==> src/rtl/seq_mul.sv <==
module seq_mul #(
  parameter int W = 32
) (
  input  logic         clk,
  input  logic         rst_n,
  input  logic         start,
  input  logic         sgn,
  input  logic [W-1:0] mcand,
  input  logic [W-1:0] mplier,
  output logic         busy,
  output logic         done,
  output logic [W-1:0] hi,
  output logic [W-1:0] lo
);
  localparam int CW = $clog2(W + 1);

  logic [W-1:0]  x_q;
  logic          sgn_q;
  logic [CW-1:0] cnt_q;

  logic          last;
  logic [W:0]    hi_ext, x_ext, addend, sum;

  assign last   = (cnt_q == CW'(1));
  assign hi_ext = sgn_q ? {hi[W-1], hi} : {1'b0, hi};
  assign x_ext  = sgn_q ? {x_q[W-1], x_q} : {1'b0, x_q};
  assign addend = !lo[0] ? '0 : ((sgn_q && last) ? (~x_ext + 1'b1) : x_ext);
  assign sum    = hi_ext + addend;

  always_ff @(posedge clk or negedge rst_n) begin
    if (!rst_n) begin
      busy  <= 1'b0;
      done  <= 1'b0;
      hi    <= '0;
      lo    <= '0;
      x_q   <= '0;
      sgn_q <= 1'b0;
      cnt_q <= '0;
    end else begin
      done <= 1'b0;
      if (!busy) begin
        if (start) begin
          busy  <= 1'b1;
          hi    <= '0;
          lo    <= mplier;
          x_q   <= mcand;
          sgn_q <= sgn;
          cnt_q <= CW'(W);
        end
      end else begin
        hi    <= sum[W:1];
        lo    <= {sum[0], lo[W-1:1]};
        cnt_q <= cnt_q - 1'b1;
        if (last) begin
          busy <= 1'b0;
          done <= 1'b1;
        end
      end
    end
  end
endmodule

==> config.mk <==
export PLATFORM = sky130hd
export DESIGN_NAME = seq_mul
export DESIGN_NICKNAME = d
export VERILOG_FILES = /design/src/rtl/seq_mul.sv
export SDC_FILE = /design/constraint.sdc
export NUM_CORES = 1
export LEC_CHECK = 0
export BUFFER_PORTS_ARGS = -buffer_cell sky130_fd_sc_hd__buf_2
export CAP_MARGIN = 15
export CORE_MARGIN = 2
export CORE_UTILIZATION = 50
export CTS_CLUSTER_SIZE = 12
export DETAILED_ROUTE_END_ITERATION = 7
export GPL_ROUTABILITY_DRIVEN = 0
export GPL_TIMING_DRIVEN = 0
export PLACE_DENSITY = 0.79
export SYNTH_ARGS = -nofsm -noshare
export SYNTH_HDL_FRONTEND = slang
export SYNTH_SLANG_ARGS = --single-unit
==> constraint.sdc <==
create_clock -name clk -period 11.3 [get_ports clk]
set_clock_uncertainty 0.1 [all_clocks]
set_input_delay 1.695 -clock clk [delete_from_list [all_inputs] [get_ports clk]]
set_output_delay 1.695 -clock clk [all_outputs]
set_load 0.02 [all_outputs]
## Word-level counts from Yosys, hierarchy flattened

Cells that the tools add are included.

- Multiplexer cells: 15
- Equal/unequal tests: 1
- Bitwise logic cells: 2
- Add/sub/neg operators: 3
- Reduce and logical (&&, ||, !) cells: 3

Operators with widths:

| kind | number |
|---|---|
| $mux W33 | 4 |
| $mux W32 | 4 |
| $add A33 B1 Y33 const B | 1 |
| $add A33 B33 Y33 | 1 |
| $not A33 Y33 | 1 |
| $mux W6 | 2 |
| $eq A6 B1 Y1 const B | 1 |
| $sub A6 B1 Y6 const B | 1 |
| $mux W1 | 5 |
| $reduce_and A2 Y1 | 1 |
| $reduce_bool A2 Y1 | 1 |
| $logic_and A1 B1 Y1 | 1 |
| $not A1 Y1 | 1 |

- Bits in registers: 105
- Output and inout bits: 66
- Word-level logic and storage cells: 31

## Longest topological paths before layout

- Depth after elaboration: 7
- Depth in mapped cells: 18

## Worst setup path after synthesis

OpenSTA, ideal clock, no wires.

- Path kind: register to register
- Start: register x_q[3]
- End: register hi[31]
- Data required time: 11.079 ns
- Period minus slack after synthesis: 3.917 ns
- Setup time: 0.121 ns
- Arrival time: 3.696 ns
- Slack: 7.383 ns
- Buffers on the path: 2
- Cell stages (with the launch flop): 18
- Cell sequence: dfrtp_1 -> or4_4 -> nor4_4 -> and2_1 -> buf_6 -> inv_1 -> o21ai_1 -> xnor2_1 -> and2_1 -> ha_1 -> clkbuf_1 -> nand4_1 -> nor3_1 -> o311a_1 -> o31ai_1 -> o41ai_1 -> xor2_1 -> a22o_1

- Word-level cells in the longest chain between the ends: 7

RTL lines:

| what | line | text |
|---|---|---|
| start: declaration | 17 | `logic [W-1:0] x_q;` |
| start signal: assignment | 46 | `x_q <= mcand;` |
| $mux W33 * | 26 | `assign x_ext = sgn_q ? {x_q[W-1], x_q} : {1'b0, x_q};` |
| $not A33 Y33 | 27 | `assign addend = !lo[0] ? '0 : ((sgn_q && last) ? (~x_ext + 1'b1) : x_ext);` |
| $add A33 B1 Y33 | 27 |  |
| $mux W33 * (2 in series) | 27 |  |
| $add A33 B33 Y33 * | 28 | `assign sum = hi_ext + addend;` |
| $mux W32 * | 41 | `if (!busy) begin` |
| end signal: assignment | 51 | `hi <= sum[W:1];` |
| end: declaration | 12 | `output logic [W-1:0] hi,` |

Every way passes the cells marked *; elsewhere a longest branch is shown, timed or not.
A chain may end at the register's enable or synchronous reset.

## Worst setup path in the final report

Ends and elaborated chain as after synthesis.

==> results.py <==
metrics = {
    "status": {
        "status": "finished clean",
    },
    "synth": {
        "synth_flop_cell": "dfrtp_1",
        "yosys_warnings": 0,
        "netlist_instances": 752,
        "synth-edff-count": 0,
        "ys_seq_area_share_pct": 37.6,
        "async_reset_ff_share_pct": 100,
        "synth_area_per_cell_um2": 9.29,
        "mappedNetlistArea_um2": 6990,
        "synth_seq_cells": 105,
        "synth_cell_type_count": 63,
        "syn-num-nets": 856,
    },
    "pwr": {
        "clkPwrFrac_pct": 12.6,
        "p_sw_share_pct": 47.4,
        "power_density_nw_per_um2": 318,
        "ir_drop_uv": 141,
        "p_comb_share_pct": 57.8,
        "p_switching_mw": 1.24,
        "total_leakage_power_nw": 3.91,
        "seqPwrFrac_pct": 29.5,
        "intPower_mw": 1.38,
    },
    "cells_and_area": {
        "drive_above_1_share_pct": 21.1,
        "nets": 1000,
        "area_growth_syn_to_layout_pct": 17.7,
        "multi_input_area_um2": 4120,
        "antennaDiodeCount": 0,
        "fillers": 1270,
        "final_area_um2": 8230,
        "seqCellArea_um2": 2630,
    },
    "setup_path": {
        "path_cells": "or4_4 -> nor4_4 -> and2_1 -> buf_6 -> inv_1 -> o21ai_1 -> xnor2_1 -> and2_1 -> ha_1 -> clkbuf_1 -> nand4_1 -> nor3_1 -> o311a_1 -> o31ai_1 -> o41ai_1 -> xor2_1 -> a22o_1",
        "path_depth": 17,
        "cp_top_family": "simple AND/OR/NAND/NOR gates",
        "cp-end-kind": "flop",
        "arrival_ns": 4.84,
        "r2r_setup_slack_ns": 6.62,
        "critPathLaunch": "x_q[3]",
        "reg2regPathDepth": 17,
        "path_common_cell": "and2_1",
        "worst_path_largest_cell_delay_ns": 0.60,
        "critical_path_class": "reg2reg",
        "crit_slowest_cell": "or4_4",
        "critPathBufInv": 3,
        "reg2reg_from": "x_q[3]",
        "worstPathRequired_ns": 11.46,
        "regToRegEndpoint": "hi[31]",
        "crit_fanout": 8,
        "critPathCapture": "hi[31]",
        "cp-start-kind": "flop",
    },
    "detailed_routing": {
        "drc": 0,
        "via_per_inst": 5.83,
        "drtAntennaViolNets": 0,
        "wl_per_cell_um": 16.8,
        "routed_wl_um": 18200,
        "drtPass1Iterations": 6,
        "num_vias": 6298,
        "drt_iter0_markers": 408,
    },
    "sta": {
        "rsz0062_at_grt": "false",
        "finalWorstPathRequiredPeriod_ns": 4.68,
        "period_share_pct": 41.4,
        "fin_tns_setup_ns": 0,
        "tightestPinTransition_ns": 0.832,
        "setup_viol": 0,
        "slew_headroom_pct": 44.4,
        "timing.fmax_ghz": 0.214,
        "slew_violations": 0,
        "finalHoldViolations": 0,
    },
    "clocking": {
        "cts-resized-gates": 0,
        "tritoncts": "yes",
        "clock_latency_ns": 0.37,
        "clockBufferDepth": 2,
        "path_clk_slew_ns": 0.08,
        "clock_sinks": 105,
        "cts_setup_buffers": 0,
        "cts_hold_repair.buffers": 0,
        "clock-root-buffer": "clkbuf_16",
        "htree_num_levels": 3,
        "cts_buffers": 9,
    },
    "placement": {
        "placed_cell_area_um2": 7900,
        "portBuffers": 132,
        "post-dp-hpwl_um": 13800,
    },
    "die": {
        "ioPinCount": 134,
        "dieArea_um2": 14900,
        "num_rows": 43,
        "start_util_pct": 50.7,
        "fp.dieH_um": 122,
        "fp.coreArea_um2": 13800,
        "die_x_um": 122,
    },
    "global_route": {
        "antenna_found_initial": 1,
        "grt_pass1_wl_um": 29500,
        "grt.total_usage_pct": 25.2,
        "grt_overflow": 0,
        "grt_pass1_vias": 6042,
        "grt_max_degree": 71,
    },
    "run": {
        "cap_viol_max_count": 0,
    },
    "worst_hold_path": {
        "hold_class": "reg2reg",
        "holdPathStages": 1,
    },
}
[metal layers]
layer / global-route usage (%) / vias to the layer above / part of all wire (%)
met5: 0 / - / 0.071
met4: 7.90 / 2 / 1.7
met3: 6.69 / 26 / 6.4
met2: 40.7 / 223 / 47
met1: 33.2 / 3020 / 45
li1: - / 3027 / -
[synthesized netlist by cell type (all sizes together), types with 2 or more instances]
library cell	instances	share of area, %
dfrtp	105	38
a31oi	6	0.75
or4	4	0.54
nand3	7	0.50
xor2	22	2.8
o31a	2	0.25
o21bai	6	0.70
buf	3	0.27
o21ai	68	4.9
nand2b	7	0.63
nand4	9	0.81
nor4	6	0.97
a22o	28	3.5
mux2	29	4.7
nor2b	3	0.27
nor2	33	1.8
o41ai	3	0.38
o21a	2	0.21
nor3	16	1.1
or3	11	1.0
a21o	8	0.86
a22oi	2	0.21
mux2i	33	4.7
and3b	2	0.27
nand2	73	3.9
inv	15	0.81
a41oi	3	0.38
nand4b	2	0.25
o31ai	10	1.1
clkbuf	41	2.2
a21boi	6	0.64
a221oi	2	0.25
nor3b	3	0.32
xnor2	29	3.6
or4b	2	0.34
o22ai	3	0.27
and4	2	0.25
a21oi	58	4.2
and2	31	2.8
o211ai	6	0.64
a211oi	6	0.64
ha	35	6.3
[area by class of cell]
type	instances	share of cell area [%]
inverter	15	0.684
multi-input combinational	587	50.1
clock buffer	9	2.74
tap	180	2.74
buffer	45	2.22
clock inverter	7	1.20
sequential	105	31.9
timing repair buffer	133	8.40
[registers in the layout, indices dropped and copies added, names as in the netlist]
register,flops
x_q,32
hi,32
busy,1
lo,32
done,1
cnt_q,6
sgn_q,1
[power by group through the flow]
stage | Combinational (mW) | Sequential, mW | Clock [mW]
2_1_floorplan | 1.00 | 0.867 | 0
3_3_place_gp | 1.46 | 0.768 | 0
3_5_place_dp | 1.50 | 0.772 | 0
4_1_cts | 1.51 | 0.769 | 0.335
5_1_grt | 1.69 | 0.798 | 0.349
6_report | 1.51 | 0.772 | 0.330
[worst register-to-register path, delay by kind of cell, from the launching register on]
family                     cells  cell delay (ns)
and+or+nand+nor                6             1.85
AOI/OAI and AO/OA              5             1.23
buffers and inverters          3             0.46
xor gates and xnor gates       2             0.22
DFF                            1             0.45
adders and majority gates      1             0.27
[metrics by stage]
| step | power [mW] | std cells | setup WS [ns] | util, % | hold slack [ns] |
|---|---|---|---|---|---|
| 4_1_cts | 2.61 | 1081 | 6.72 | 59.7 | 0.387 |
| 3_5_place_dp | 2.27 | 1065 | 6.75 | 57.4 | 0.376 |
| 2_1_floorplan | 1.87 | 752 | 7.38 | - | 0.351 |
| 5_1_grt | 2.84 | 1081 | 6.42 | 59.7 | 0.413 |
| 3_3_place_gp | 2.23 | 1064 | 6.77 | 57.2 | 0.366 |
| 6_report | 2.61 | 1081 | 6.62 | 59.7 | 0.386 |
[worst min-delay path by stage]
| stage | startpoint | to | slack [ns] |
|---|---|---|---|
| detailed placement | cnt_q[5] | cnt_q[5] | 0.38 |
| global placement | cnt_q[5] | cnt_q[5] | 0.37 |
| floorplan | cnt_q[5] | cnt_q[5] | 0.35 |
| finish | cnt_q[5] | cnt_q[5] | 0.39 |
| CTS | cnt_q[5] | cnt_q[5] | 0.39 |
| global route | cnt_q[5] | cnt_q[5] | 0.41 |
[cell families (layout without fill, tap and decap cells)]
| group | after synthesis | count (layout) | synth area share, % |
|---|---|---|---|
| simple gates | 213 | 213 | 16.0 |
| xor+xnor | 51 | 51 | 6.39 |
| compound gates | 225 | 225 | 20.6 |
| flops | 105 | 105 | 37.6 |
| mux | 62 | 62 | 9.40 |
| buf+inv | 60 | 209 | 3.42 |
| fa+ha+maj | 36 | 36 | 6.55 |
[cells in the final DEF (no fill, tap or decap), types with 16 or more instances in the layout]
master / instances
nand2_1: 73
and2_1: 31
mux2_2: 29
o21ai_0: 64
dfrtp_1: 105
ha_1: 35
buf_2: 131
nor3_1: 16
mux2i_1: 33
clkbuf_1: 41
a21oi_1: 58
xnor2_1: 29
a22o_1: 28
xor2_1: 22
nor2_1: 32
No activity file was read; power rests on OpenSTA's default activity.
